<file path="src/rtl/spad_pkg.sv">
package spad_pkg;

   typedef enum logic [2:0] {
      PH_CMD,
      PH_ADDR,
      PH_DATA,
      PH_WCRC,
      PH_READ,
      PH_IDLE
   } spad_phase_e;

   // One LSB-first step of a reflected CRC register.
   function automatic logic [15:0] crc_step(input logic [15:0] c,
                                            input logic        b,
                                            input logic [15:0] poly);
      logic [15:0] n;
      n = c >> 1;
      if (c[0] ^ b) n = n ^ poly;
      return n;
   endfunction

endpackage

</file>
<file path="src/rtl/spad_crc16.sv">
module spad_crc16 #(
   parameter logic [15:0] POLY_REFL  = 16'hA001,
   parameter bit          INVERT_OUT = 1'b1
) (
   input  logic        clk,
   input  logic        rst_n,
   input  logic        clr,
   input  logic        en,
   input  logic        din,
   output logic [15:0] crc_out
);
   import spad_pkg::*;

   logic [15:0] crc_q;

   always_ff @(posedge clk or negedge rst_n) begin
      if (!rst_n)   crc_q <= '0;
      else if (clr) crc_q <= '0;
      else if (en)  crc_q <= crc_step(crc_q, din, POLY_REFL);
   end

   generate
      if (INVERT_OUT) begin : g_inv
         assign crc_out = ~crc_q;
      end else begin : g_true
         assign crc_out = crc_q;
      end
   endgenerate

endmodule

</file>
<file path="src/rtl/spad_flags.sv">
module spad_flags (
   input  logic clk,
   input  logic rst_n,
   input  logic wr_start,
   input  logic data_evt,
   input  logic data_aligned,
   input  logic copy_evt,
   input  logic auth_ok,
   output logic pf,
   output logic aa
);

   always_ff @(posedge clk or negedge rst_n) begin
      if (!rst_n) begin
         pf <= 1'b1;
         aa <= 1'b0;
      end else begin
         if (data_evt) pf <= ~data_aligned;
         if (wr_start)      aa <= 1'b0;
         else if (copy_evt) aa <= auth_ok & ~pf;
      end
   end

   assert_pf_fall_on_bit_R5: assert property (@(posedge clk) disable iff (!rst_n)
      $fell(pf) |-> $past(data_evt));

   assert_aa_rise_needs_auth_R6: assert property (@(posedge clk) disable iff (!rst_n)
      $rose(aa) |-> $past(copy_evt && auth_ok && !pf));

   assert_aa_clear_on_write_R6: assert property (@(posedge clk) disable iff (!rst_n)
      wr_start |=> !aa);

endmodule

</file>
<file path="src/rtl/spad_store.sv">
module spad_store #(
   parameter int BYTES = 8,
   localparam int OFS_W = $clog2(BYTES),
   localparam int FLAT_W = BYTES * 8
) (
   input  logic              clk,
   input  logic              rst_n,
   input  logic              ta_lo_we,
   input  logic              ta_hi_we,
   input  logic [7:0]        ta_din,
   input  logic              d_we,
   input  logic [OFS_W-1:0]  d_idx,
   input  logic [7:0]        d_din,
   output logic [7:0]        ta_lo,
   output logic [7:0]        ta_hi,
   output logic [FLAT_W-1:0] data_flat
);

   always_ff @(posedge clk or negedge rst_n) begin
      if (!rst_n) begin
         ta_lo <= '0;
         ta_hi <= '0;
      end else begin
         if (ta_lo_we) ta_lo <= ta_din;
         if (ta_hi_we) ta_hi <= ta_din;
      end
   end

   generate
      for (genvar g = 0; g < BYTES; g++) begin : g_byte
         logic [7:0] q;
         always_ff @(posedge clk or negedge rst_n) begin
            if (!rst_n)                             q <= '0;
            else if (d_we && d_idx == OFS_W'(g))    q <= d_din;
         end
         assign data_flat[g*8 +: 8] = q;
      end
   endgenerate

   assert_ta_aligned_R2: assert property (@(posedge clk) disable iff (!rst_n)
      ta_lo[OFS_W-1:0] == '0);

   assert_data_hold_R3: assert property (@(posedge clk) disable iff (!rst_n)
      !d_we |=> $stable(data_flat));

   assert_ta_hold_R9: assert property (@(posedge clk) disable iff (!rst_n)
      !(ta_lo_we || ta_hi_we) |=> ($stable(ta_lo) && $stable(ta_hi)));

endmodule

</file>
<file path="src/rtl/spad_wr_ctrl.sv">
module spad_wr_ctrl #(
   parameter int          BYTES    = 8,
   parameter logic [7:0]  CMD_WR   = 8'h0F,
   parameter logic [7:0]  CMD_RD   = 8'hAA,
   parameter logic [7:0]  CMD_CP   = 8'h55,
   parameter logic [15:0] CRC_POLY = 16'hA001
) (
   input  logic clk,
   input  logic rst_n,
   input  logic bus_reset,
   input  logic rx_valid,
   input  logic rx_bit,
   input  logic rd_req,
   input  logic auth_ok,
   output logic tx_bit
);
   import spad_pkg::*;

   localparam int OFS_W     = $clog2(BYTES);
   localparam int DATA_BITS = BYTES * 8;
   localparam int PAY_BITS  = (BYTES + 3) * 8;
   localparam int RD_BITS   = (BYTES + 5) * 8;
   localparam int CNT_W     = $clog2(RD_BITS + 1);

   generate
      if (!(BYTES == 2 || BYTES == 4 || BYTES == 8)) begin : g_bad_bytes
         $error("spad_wr_ctrl: BYTES must be 2, 4 or 8");
      end
      if (CMD_WR == CMD_RD || CMD_WR == CMD_CP || CMD_RD == CMD_CP) begin : g_bad_cmd
         $error("spad_wr_ctrl: command codes must differ");
      end
   endgenerate

   spad_phase_e      phase;
   logic [CNT_W-1:0] cnt;
   logic [7:0]       sh;

   logic       rx_take, rd_take, byte_done;
   logic [7:0] full_byte;
   logic       ta_lo_we, ta_hi_we, d_we;
   logic [7:0] ta_din;
   logic       wr_start, copy_evt, data_evt;
   logic       crc_en, crc_din;
   logic [15:0] crc_inv;
   logic       pf, aa;
   logic [7:0] ta_lo, ta_hi, es, rd_byte;
   logic [DATA_BITS-1:0] data_flat;
   int unsigned rd_bi;

   assign full_byte = {rx_bit, sh[7:1]};
   assign byte_done = (cnt[2:0] == 3'd7);
   assign rx_take   = rx_valid && !bus_reset &&
                      (phase == PH_CMD || phase == PH_ADDR || phase == PH_DATA);
   assign rd_take   = rd_req && !bus_reset && (phase == PH_WCRC || phase == PH_READ);

   assign wr_start  = rx_take && phase == PH_CMD && byte_done && full_byte == CMD_WR;
   assign copy_evt  = rx_take && phase == PH_CMD && byte_done && full_byte == CMD_CP;
   assign data_evt  = rx_take && phase == PH_DATA;

   assign ta_lo_we  = rx_take && phase == PH_ADDR && cnt == CNT_W'(7);
   assign ta_hi_we  = rx_take && phase == PH_ADDR && cnt == CNT_W'(15);
   assign ta_din    = ta_lo_we ? {full_byte[7:OFS_W], {OFS_W{1'b0}}} : full_byte;
   assign d_we      = data_evt && byte_done;

   assign crc_en    = rx_take || (rd_take && phase == PH_READ && cnt < CNT_W'(PAY_BITS));
   assign crc_din   = rx_take ? rx_bit : tx_bit;

   assign es = {aa, 1'b1, pf, 5'b11111};

   // Sequencer
   always_ff @(posedge clk or negedge rst_n) begin
      if (!rst_n) begin
         phase <= PH_CMD;
         cnt   <= '0;
         sh    <= '0;
      end else if (bus_reset) begin
         phase <= PH_CMD;
         cnt   <= '0;
      end else if (rx_take) begin
         sh <= full_byte;
         unique case (phase)
            PH_CMD: begin
               if (byte_done) begin
                  cnt <= '0;
                  if (full_byte == CMD_WR)      phase <= PH_ADDR;
                  else if (full_byte == CMD_RD) phase <= PH_READ;
                  else                          phase <= PH_IDLE;
               end else begin
                  cnt <= cnt + 1'b1;
               end
            end
            PH_ADDR: begin
               if (cnt == CNT_W'(15)) begin
                  cnt   <= '0;
                  phase <= PH_DATA;
               end else begin
                  cnt <= cnt + 1'b1;
               end
            end
            default: begin
               if (cnt == CNT_W'(DATA_BITS - 1)) begin
                  cnt   <= '0;
                  phase <= PH_WCRC;
               end else begin
                  cnt <= cnt + 1'b1;
               end
            end
         endcase
      end else if (rd_take) begin
         if (phase == PH_WCRC && cnt == CNT_W'(15)) begin
            cnt   <= '0;
            phase <= PH_IDLE;
         end else if (phase == PH_READ && cnt == CNT_W'(RD_BITS - 1)) begin
            cnt   <= '0;
            phase <= PH_IDLE;
         end else begin
            cnt <= cnt + 1'b1;
         end
      end
   end

   // Outgoing bit selection
   always_comb begin
      rd_bi   = 32'(cnt[CNT_W-1:3]);
      rd_byte = 8'hFF;
      if (rd_bi == 0)                rd_byte = ta_lo;
      else if (rd_bi == 1)           rd_byte = ta_hi;
      else if (rd_bi == 2)           rd_byte = es;
      else if (rd_bi < BYTES + 3)    rd_byte = data_flat[(rd_bi - 3) * 8 +: 8];
      else if (rd_bi == BYTES + 3)   rd_byte = crc_inv[7:0];
      else                           rd_byte = crc_inv[15:8];
   end

   always_comb begin
      unique case (phase)
         PH_WCRC: tx_bit = crc_inv[cnt[3:0]];
         PH_READ: tx_bit = rd_byte[cnt[2:0]];
         default: tx_bit = 1'b1;
      endcase
   end

   spad_crc16 #(.POLY_REFL(CRC_POLY), .INVERT_OUT(1'b1)) u_crc (
      .clk     (clk),
      .rst_n   (rst_n),
      .clr     (bus_reset),
      .en      (crc_en),
      .din     (crc_din),
      .crc_out (crc_inv)
   );

   spad_flags u_flags (
      .clk          (clk),
      .rst_n        (rst_n),
      .wr_start     (wr_start),
      .data_evt     (data_evt),
      .data_aligned (byte_done),
      .copy_evt     (copy_evt),
      .auth_ok      (auth_ok),
      .pf           (pf),
      .aa           (aa)
   );

   spad_store #(.BYTES(BYTES)) u_store (
      .clk       (clk),
      .rst_n     (rst_n),
      .ta_lo_we  (ta_lo_we),
      .ta_hi_we  (ta_hi_we),
      .ta_din    (ta_din),
      .d_we      (d_we),
      .d_idx     (cnt[OFS_W+2:3]),
      .d_din     (full_byte),
      .ta_lo     (ta_lo),
      .ta_hi     (ta_hi),
      .data_flat (data_flat)
   );

   assert_abort_restart_R9: assert property (@(posedge clk) disable iff (!rst_n)
      bus_reset |=> (phase == PH_CMD && cnt == '0));

   assert_data_count_R3: assert property (@(posedge clk) disable iff (!rst_n)
      phase == PH_DATA |-> cnt < CNT_W'(DATA_BITS));

   assert_crc_frame_end_R7: assert property (@(posedge clk) disable iff (!rst_n)
      (rd_take && phase == PH_WCRC && cnt == CNT_W'(15)) |=> (phase == PH_IDLE && tx_bit));

endmodule

</file>
<file path="config.mk">
export PLATFORM = sky130hd
export DESIGN_NAME = spad_wr_ctrl
export DESIGN_NICKNAME = d
export VERILOG_FILES = /design/src/rtl/spad_pkg.sv /design/src/rtl/spad_crc16.sv /design/src/rtl/spad_flags.sv /design/src/rtl/spad_store.sv /design/src/rtl/spad_wr_ctrl.sv
export SDC_FILE = /design/constraint.sdc
export NUM_CORES = 1
export LEC_CHECK = 0
export BUFFER_PORTS_ARGS = -buffer_cell sky130_fd_sc_hd__clkbuf_2
export CAP_MARGIN = 5
export CORE_MARGIN = 2
export CORE_UTILIZATION = 60
export CTS_CLUSTER_DIAMETER = 80
export DETAILED_ROUTE_END_ITERATION = 6
export PLACE_DENSITY = 0.75
export SLEW_MARGIN = 20
export SYNTH_ARGS = -nofsm -noshare
export SYNTH_HDL_FRONTEND = slang
export SYNTH_SLANG_ARGS = --single-unit
</file>
<file path="constraint.sdc">
create_clock -name clk -period 4 [get_ports clk]
set_input_delay 0.4 -clock clk [delete_from_list [all_inputs] [get_ports clk]]
set_output_delay 0.4 -clock clk [all_outputs]
set_load 0.05 [all_outputs]
</file>
Yosys cells after proc, flatten, opt, wreduce, memory -nomap -nowiden
Index checks and enable logic that the tools add are counted.
- word-level logic and storage cells: 131
- output and inout port bits: 1
- bits in registers: 116
- input port bits: 7
- bitwise operators: 7
- multiplexer cells: 37
- shifts and indexed selects: 1
- magnitude comparators: 4
- eq/ne operators: 25
- reduce and logical (&&, ||, !) cells: 39
- add/subtract/negate cells: 2
- operators by type and width (cell ; number):
    $shiftx 64x33->8 ; 1
    $mux 7 ; 8
    $mux 16 ; 3
    $mux 8 ; 5
    $mux 3 ; 10
    $logic_and 1x1->1 ; 25
    $eq 3x3->1 const B ; 6
    $not 16->16 ; 1
    $pmux 7 s2 ; 1
    $eq 3x2->1 const B ; 4
    $eq 8x4->1 const B ; 1
    $eq 8x7->1 const B ; 1
    $eq 8x8->1 const B ; 1
    $add 7x1->7 const B ; 1
    $eq 7x3->1 const B ; 1
    $eq 7x4->1 const B ; 1
    $eq 7x6->1 const B ; 1
    $eq 7x7->1 const B ; 1
    $lt 7x7->1 const B ; 1
    $eq 3x1->1 const B ; 2
    $logic_not 3->1 ; 2
    $mux 1 ; 6
    $pmux 3 s2 ; 1
    $lt 4x5->1 const B ; 1
    other kinds (24) ; 30

Longest topological paths before layout
Gate-level depths: netlist of the first run.
- depth after elaboration: 14
- depth in mapped cells: 14
- depth with buffers taken out: 10

By module
A second synthesis of the first run with hierarchy kept.
- cells, all modules: 564
- area total of the unflattened synthesis: 6496.2 sq um
- modules (own cells, without submodules) (module ; times used ; cells each ; seq. area each (sq um) ; area an instance (sq um)):
    spad_store ; 1 ; 177 ; 2001.9 ; 3040.4
    spad_wr_ctrl ; 1 ; 306 ; 425.4 ; 2632.5
    spad_crc16 ; 1 ; 74 ; 400.4 ; 744.5
    spad_flags ; 1 ; 7 ; 51.3 ; 78.8

Least setup slack after synthesis of the first run
OpenSTA, ideal clock, no wires.
- kind: register to output
- from: reg cnt[3]
- to: out tx_bit
- required time: 3600 ps
- buffers on the path: 4
- setup slack: 286 ps
- stages on the path, launching flop included: 13
- data arrival time: 3314 ps
- cell sequence: dfrtp_1 -> buf_6 -> buf_12 -> clkinv_1 -> ha_1 -> buf_2 -> buf_2 -> mux4_1 -> mux2_2 -> mux4_2 -> nand2_1 -> and2_1 -> o21ai_0
- word-level cells in the longest chain between the ends: 9
- elaborated cells between the ends (all ways): 17
- classes of those cells: add/sub (1); order compare (1); eq/ne (3); shift (1); mux (10); reduce/logical (1)
- ends and longest elaborated chain (what ; RTL line ; source):
    from (decl) ; spad_wr_ctrl.sv:35 ; logic [CNT_W-1:0] cnt;
    from (signal assigned) ; spad_wr_ctrl.sv:89 ; cnt <= cnt + 1'b1;
    from (signal assigned) ; spad_wr_ctrl.sv:97 ; cnt <= cnt + 1'b1;
    from (signal assigned) ; spad_wr_ctrl.sv:105 ; cnt <= cnt + 1'b1;
    $sub 4x2->5 / $eq 4x4->1 (equally long branches) ; spad_wr_ctrl.sv:129, spad_wr_ctrl.sv:130 ;
    $shiftx 64x33->8 / $mux 8 (equally long branches) ; spad_wr_ctrl.sv:129, spad_wr_ctrl.sv:130 ;
    $mux 8 ; spad_wr_ctrl.sv:129 ; else if (rd_bi < BYTES + 3) rd_byte = data_flat[(rd_bi - 3) * 8 +: 8];
    $mux 8 ; spad_wr_ctrl.sv:128 ; else if (rd_bi == 2) rd_byte = es;
    $mux 8 ; spad_wr_ctrl.sv:127 ; else if (rd_bi == 1) rd_byte = ta_hi;
    $mux 8 ; spad_wr_ctrl.sv:126 ; if (rd_bi == 0) rd_byte = ta_lo;
    $bmux 1 s3 ; spad_wr_ctrl.sv:137 ; PH_READ: tx_bit = rd_byte[cnt[2:0]];
    $mux 1 (not written as such) ; spad_wr_ctrl.sv:137 ;
    $pmux 1 s2 * ; spad_wr_ctrl.sv:135 ; unique case (phase)
    to (decl) ; spad_wr_ctrl.sv:15 ; output logic tx_bit
Every way passes the cells marked *; elsewhere a longest branch is shown, timed or not. The select of a mux whose other input is x is not followed.

Worst setup path after layout of the first run
- from: reg cnt[4]
- to: out tx_bit
- word-level cells in the longest chain between the ends: 9
- elaborated cells between the ends (all ways): 15
- classes of those cells: add/sub (1); order compare (1); eq/ne (3); shift (1); mux (8); reduce/logical (1)
- ends and longest elaborated chain (what ; RTL line):
    $sub 4x2->5 / $eq 4x4->1 (equally long branches) ; spad_wr_ctrl.sv:129, spad_wr_ctrl.sv:130
    $shiftx 64x33->8 / $mux 8 (equally long branches) ; spad_wr_ctrl.sv:129, spad_wr_ctrl.sv:130
    $mux 8 ; spad_wr_ctrl.sv:129
    $mux 8 ; spad_wr_ctrl.sv:128
    $mux 8 ; spad_wr_ctrl.sv:127
    $mux 8 * ; spad_wr_ctrl.sv:126
    $bmux 1 s3 * ; spad_wr_ctrl.sv:137
    $mux 1 (not written as such) * ; spad_wr_ctrl.sv:137
    $pmux 1 s2 * ; spad_wr_ctrl.sv:135
Marks and branches as above.

==> results of run 1 <==
## flip-flops by register name (all words and copies together) (netlist names)
register / count
cnt: 7
phase: 3
sh: 7
u_crc.crc_q: 16
u_flags.aa: 1
u_flags.pf: 1
u_store.g_byte.q: 64
u_store.ta_hi: 8
u_store.ta_lo: 8
## cells in the final DEF (no fill, tap or decap), types with 3 or more instances in the layout
cell        instances
and3_1              3
nor2_1             29
and2_1              6
buf_4              12
o21ai_0            32
o22ai_1             3
o31ai_1             9
a21oi_1             8
mux4_1              8
mux2_2             80
nand2b_1           16
inv_1               6
mux2i_1             8
inv_6               5
mux4_2             14
nand3b_1            4
dfrtp_1           114
nor3_1              7
clkbuf_16          16
nor2b_1             8
a31oi_1             7
nand3_1            14
nand2_1            66
clkinvlp_4          3
ha_1                6
clkbuf_2            5
## per-layer routing
metal | up-vias | wire [um] | share of wire (%) | GRT usage [%]
li1 | 1942 | - | - | -
met1 | 2196 | 5942 | 43 | 35.52
met2 | 136 | 6913 | 50 | 44.71
met3 | 32 | 775 | 5.6 | 6.925
met4 | 0 | 331 | 2.4 | 10.00
met5 | - | 0 | 0 | 0
## tightest hold or removal path: stages
cell and delay, ns:
clkbuf_2 0.08, nand4b_1 0.07, o21ai_0 0.07
## cell families after synthesis
family                     synth area share (%)
and+or+nand+nor                           13.10
AOI/OAI and AO/OA                         9.486
adders and majority gates                 1.632
xor gates and xnor gates                 0.5100
DFF                                       46.94
muxes                                     24.99
buffers and inverters                     3.345
## power groups by stage
stage          logic (uW)  clock network (uW)  registers, uW
5_1_grt               676                1490           1500
4_1_cts               613                1430           1470
3_3_place_gp          592                   0           1490
2_1_floorplan         580                   0           1330
3_5_place_dp          606                   0           1490
6_report              615                1420           1480
## cell type report
class                      count  area (sq um)
sequential                   115          2879
inverter                       7         26.28
timing repair buffer          20         150.1
tap                          133         166.4
clock buffer                  19         431.7
multi-input combinational    374          3064
fill                         703          3023
clock inverter                13         123.9
## how the worst max path moves through the flow
stage	from	to	slack [ns]	cells past startpoint
after floorplan	cnt[3]	tx_bit	0.29	12
after global placement	cnt[3]	tx_bit	0.65	9
after detailed placement	cnt[3]	tx_bit	0.62	9
after CTS	cnt[3]	tx_bit	0.05	9
after global routing	cnt[4]	tx_bit	0.02	10
final	cnt[4]	tx_bit	0.19	10
## synthesized netlist by cell type, drive strengths merged (2+ instances only)
master,number
mux2i,8
nand3b,4
nor3,7
or2,2
a21oi,9
dfrtp,114
a21o,2
nor2b,8
buf,10
o31ai,9
a22o,2
clkbuf,29
inv,6
o21a,2
nand4,2
o21ai,32
o22ai,3
a31oi,7
nand2,66
ha,8
nor4,2
and2,6
a311oi,2
a221o,2
nand3,14
nor2,29
nand2b,16
nor3b,2
mux4,22
and3,3
a31o,2
mux2,82
## what timing repair did
| action | 4_1_cts | 5_1_grt |
|---|---|---|
| endpoints found under the setup margin | 0 | 1 |
| hold buffers | 1 | 0 |
| setup buffers | 0 | 0 |
| endpoints found under the hold margin | 81 | 0 |
| resized for setup | 0 | 4 |
## stage by stage
step | cells | utilization (%) | worst slack (ns) | hold WS [ns]
after floorplan | 535 | - | 0.2863 | 0.1044
after global placement | 648 | 63.47 | 0.6472 | 0.4771
after detailed placement | 648 | 63.47 | 0.6164 | 0.4885
after CTS | 681 | 69.20 | 0.05154 | 0.1323
after global routing | 681 | 69.36 | 0.02467 | 0.1513
final | 681 | 69.36 | 0.1895 | 0.1397
==> run_results.csv, run 1 <==
group,metric,value,unit
worst_hold_path,min_path_cells,3,
worst_hold_path,worstHoldPathType,"in2reg",
route,wl,13960,um
setup_path,r2r_start,"cnt[4]",
sta,finalSetupTns,0,ns
setup_path,cp_num_buf_inv,2,
final_layout,area_growth,11.55,%
route,wire_per_inst,20.50,um
yosys,yosysUniqueCellTypes,62,
global_route,grt.overflow.total,0,
setup_path,crit_path_max_incr_delay,0.42,ns
setup_path,crit_arrival,3.41,ns
pwr,fin_total_pwr,3514,uW
route,ant_nets,0,
sta,fmax,262.4,MHz
place,dpl-instance-area,0.006261,sq mm
pwr,p_per_area,513.6,mW/mm^2
pwr,peakVddDrop,0.0003704,V
route,drt_iter0_markers,236,
clock_network,clock_latency,0.53,ns
die,fp.dieW,105.1,um
global_route,grt_max_degree,116,
global_route,antenna_found_initial,0,
worst_hold_path,min_from,"auth_ok",
setup_path,start_kind,"register",
yosys,seq_area_frac_synth,46.94,%
yosys,yosysWarnings,0,
route,drcViolationCount,0,
clock_network,cts_max_level,4,
final_layout,num_antenna_cells,0,
yosys,syn_area,0.006133,sq mm
route,drt_pre_antenna_iters,5,
sta,final-setup-viol-count,0,
setup_path,critPathCaptureType,"primary output",
die,initial_core_util,62.18,%
final_layout,nets,550,
pwr,clkPwrFrac,40.4,%
place,numPortBuffers,7,
pwr,combPwrFrac,17.5,%
yosys,synth_top_area_share,46.51,%
pwr,switching_share,32.85,%
clock_network,cts_tree,"yes",
pwr,seqPwrFrac,42.1,%
setup_path,worst_path_max_delay_cell,"ha_2",
die,ios,8,
pwr,intPower,2359,uW
global_route,grt_pass1_wl,23000,um
die,die_y,105.1,um
global_route,groute.usage.overall,27.39,%
clock_network,path_clk_slew,0.06,ns
outcome,status,"finished, final reports clean",
job,max_cap_viol_count,0,
clock_network,cts_buffer_depth,2,
yosys,synth_top_area_cell,"dfrtp_1",
sta,finalCritPeriodShare,95.26,%
final_layout,layout-drive-gt1-share,28.65,%
sta,min_period,3.811,ns
die,core,0.009864,sq mm
yosys,async_reset_ff_share,100.0,%
route,vias,4306,
yosys,synth-edff-count,0,
clock_network,cts_root_buffer,"clkbuf_8",
die,rows,36,
setup_path,reg2reg_to,"u_crc.crc_q[0]",
sta,clock-skew-final,0.007323,ns
yosys,postSynthAreaPerCell,11.46,sq um
final_layout,final_cell_area,0.006842,sq mm
setup_path,critPathMaxFanout,12,
global_route,first_global_vias,4325,
sta,tightest_slew,0.8241,ns
route,viasPerCell,6.323,
setup_path,ff2ff_path_depth,11,
setup_path,path_cells,"buf_4 > ha_1 > ha_2 > mux4_2 > mux2_4 > a2111oi_4 > o22ai_1 > a32oi_2 > o21ai_0 > buf_2",
setup_path,crit_type,"reg2out",
worst_hold_path,min_to,"u_flags.aa",
yosys,ys_ff_latch,115,
sta,hold_violations,0,
yosys,synthCells,535,
setup_path,ff2ff_setup_slack,0.70,ns
clock_network,clkSinkCount,115,
place,dp_hpwl,9524,um
setup_path,worstPathRequired,3.60,ns
yosys,synth_top_cells_by_area,"dfrtp_1 47%, mux2_2 15%, mux4_2 5.1%",
clock_network,cts_made_buffers,17,
pwr,power_leakage,0.003206,uW
setup_path,crit_family,"compound AO/OA/AOI/OAI gates",
sta,slew_headroom,45.06,%
sta,grt_setup_unrepaired,"no",
yosys,ys_dominant_reg_cell,"dfrtp_1",
place,place_congestion,0.8845,
sta,slew_viol_final,0,
pwr,switchingPower,1154,uW
yosys,synth_nets,550,
die,die_area,0.01105,sq mm
No activity file was read; power rests on OpenSTA's default activity.
==> inputs of run 2 (changes only) <==
--- a/config.mk
+++ b/config.mk
@@ -16,3 +16,4 @@
 export SYNTH_ARGS = -nofsm -noshare
 export SYNTH_HDL_FRONTEND = slang
+export SYNTH_HIERARCHICAL = 1
 export SYNTH_SLANG_ARGS = --single-unit
==> constraint.sdc (replaced) <==
create_clock -name clk -period 4 [get_ports clk]
set_input_delay 0.4 -clock clk [delete_from_list [all_inputs] [get_ports clk]]
set_output_delay 0.4 -clock clk [all_outputs]
set_load 0.02 [all_outputs]
==> run 2 against run 1 <==
Compared with the run above:
- the run now ends with negative hold slack left
- area after synthesis increased by 5.9%
- power fell by 4.2%
- flip-flop and latch count did not move
- non-clock buffer count is 1 higher
- clock skew fell by 0.00091 ns
- final area is 3.5% higher
- first-iteration DRC count up 92%
- clock power about the same
- via count is 5.2% higher
- hold slack worse by 0.21 ns
- count of clock-buffer cells in the layout decreased by 2
- setup slack worse by 0.0015 ns
- critical endpoint unchanged
- largest power group unchanged
==> run_results.csv, run 2 <==
group,metric,value,unit
yosys,ys_dominant_reg_cell,"dfrtp_1",
global_route,gr-usage-met1,38.82,%
clock_network,cts_tree,"yes",
setup_path,critPathCaptureType,"primary output",
clock_network,cts_made_buffers,17,
sta,min_period,3.812,ns
setup_path,start_kind,"register",
final_layout,largest_register_ffs,64,
pwr,peakVddDrop,0.0005322,V
sta,slew_viol_final,0,
die,core,0.01042,sq mm
die,ios,8,
clock_network,cts_buffer_depth,2,
global_route,first_global_vias,4512,
final_layout,regMostFlops,"u_store/g_byte.q",
pwr,fin_total_pwr,3367,uW
yosys,synth-edff-count,0,
pwr,power_leakage,0.003179,uW
clock_network,clock_latency,0.53,ns
global_route,met2_usage,44.16,%
clock_network,cts_root_buffer,"clkbuf_8",
die,die_area,0.01168,sq mm
sta,holdWs,-0.06974,ns
place,place_congestion,0.9266,
global_route,antenna_found_initial,0,
yosys,synth_top_cells_by_area,"dfrtp_1 44%, mux2_2 14%, mux4_2 4.5%",
sta,clock-skew-final,0.006409,ns
yosys,synth_top_area_share,43.91,%
final_layout,area_growth,9.052,%
route,drcViolationCount,0,
sta,grt_setup_unrepaired,"no",
yosys,postSynthAreaPerCell,11.52,sq um
global_route,grtUsageMet3,6.811,%
final_layout,final_common_cell,"dfrtp_1",
clock_network,path_clk_slew,0.06,ns
setup_path,crit_arrival,3.41,ns
route,ant_nets,0,
job,max_cap_viol_count,0,
route,drt_pre_antenna_iters,7,
die,rows,37,
global_route,grt_pass1_wl,24670,um
yosys,synth_nets,577,
die,die_y,108.1,um
yosys,yosysWarnings,6,
yosys,yosysUniqueCellTypes,67,
pwr,p_per_area,475.3,mW/mm^2
route,wl,14910,um
die,initial_core_util,62.37,%
final_layout,layout-drive-gt1-share,28.89,%
route,vias,4532,
sta,slew_headroom,39.74,%
clock_network,cts_max_level,4,
setup_path,crit_type,"reg2out",
yosys,synthCells,564,
route,drt_iter0_markers,453,
final_layout,reg.largest.list,"u_store/g_byte.q (64), u_crc/crc_q (16)",
yosys,yosys-top-cells-count,"114 x dfrtp_1, 80 x mux2_2, 49 x nand2_1",
place,numPortBuffers,7,
sta,finalSetupTns,0,ns
setup_path,critPathMaxFanout,15,
sta,finalCritPeriodShare,95.30,%
yosys,synth_top_area_cell,"dfrtp_1",
yosys,ys_ff_latch,115,
route,viasPerCell,6.347,
final_layout,nets,578,
sta,final-setup-viol-count,0,
die,fp.dieW,108.1,um
yosys,seq_area_frac_synth,44.32,%
global_route,grt.overflow.total,0,
final_layout,num-fill-cells,755,
setup_path,worstPathRequired,3.60,ns
sta,hold_violations,89,
outcome,failed_checks,"negative hold slack",
worst_hold_path,worstHoldPathType,"in2async",
outcome,status,"complete, but fails checks",
place,dp_hpwl,10040,um
final_layout,final_cell_mix,"114 x dfrtp_1, 80 x mux2_2, 49 x nand2_1",
yosys,syn_area,0.006496,sq mm
clock_network,post_cts_buffers,0,
route,wire_per_inst,20.88,um
yosys,async_reset_ff_share,100.0,%
global_route,grt_max_degree,92,
global_route,top_usage_layer,"met2",
sta,fmax,262.3,MHz
final_layout,num_antenna_cells,0,
yosys,post-synth-top-count-cell,"dfrtp_1",
clock_network,clkSinkCount,115,
sta,tightest_slew,0.9020,ns
global_route,groute.usage.overall,28.08,%
-- run 2: layout make-up --
class                   instances  area (sq um)  share of cell area, %
clock buffers                  17         414.1                  5.846
clock inverters                15         147.6                  2.084
inverters                      28         105.1                  1.484
multi-input cells             382          3222                  45.48
flip-flops and latches        115          2879                  40.64
well taps                     136         170.2                  2.402
repair buffers                 21         146.4                  2.066
-- run 2: critical path, cell delays in order, from the launching register on --
cell	delay, ns
dfrtp_1	0.41
inv_1	0.10
ha_1	0.45
buf_4	0.32
mux4_1	0.32
or2_2	0.28
a211oi_1	0.24
a311oi_1	0.10
a311oi_1	0.35
nor3b_1	0.13
clkbuf_2	0.18
-- run 2: cell families (layout without fill, tap and decap cells) --
group / Yosys count / in the layout / synth area share (%)
buf+inv: 67 / 81 / 6.183
fa+ha+maj: 6 / 6 / 1.156
mux: 121 / 121 / 24.19
simple gates: 162 / 162 / 13.58
xor+xnor: 4 / 4 / 0.5394
flops: 115 / 115 / 44.32
compound gates: 89 / 89 / 10.03
-- run 2: worst paths after layout --
kind,start,endpoint,slack [ns],cells after the start
setup / recovery,cnt[3],tx_bit,0.19,10
hold / removal,rst_n,u_crc/crc_q[9],-0.07,1
setup reg to reg,cnt[3],u_crc/crc_q[0],0.61,12
hold reg to reg,u_store/g_byte[1].q[4],u_store/g_byte[1].q[4],0.50,1
max in group asynchronous,rst_n,sh[4],3.20,2
min in group clk,auth_ok,u_flags/aa,0.14,3
-- run 2: through the flow --
step                worst slack (ns)  utilization (%)  hold slack, ns  std cells  cell area (sq um)
floorplan                     0.8592                -          0.1044        564               6496
detailed placement            0.6149            62.52          0.4884        682               6513
CTS                           0.1960            67.92          0.1244        714               7074
global route                0.004996            68.01       0.0003088        714               7084
global placement              0.6860            62.52          0.4805        682               6513
finish                        0.1880            68.01        -0.06974        714               7084
-- run 2: layer usage --
| layer | up-vias | share of wire, % | wire length (um) |
|---|---|---|---|
| li1 | 2070 | - | - |
| met1 | 2298 | 46 | 6784 |
| met2 | 146 | 48 | 7218 |
| met3 | 18 | 5.0 | 743 |
| met4 | 0 | 1.1 | 160 |
| met5 | - | 0 | 0 |
-- run 2: where the power goes --
part           switching [uW]  internal, uW
clock network             592           839
logic                     263           194
registers                 249          1230
-- run 2: what timing repair did --
item,CTS,global route
hold buffers,0,0
setup endpoints to repair,0,1
resized for setup,0,2
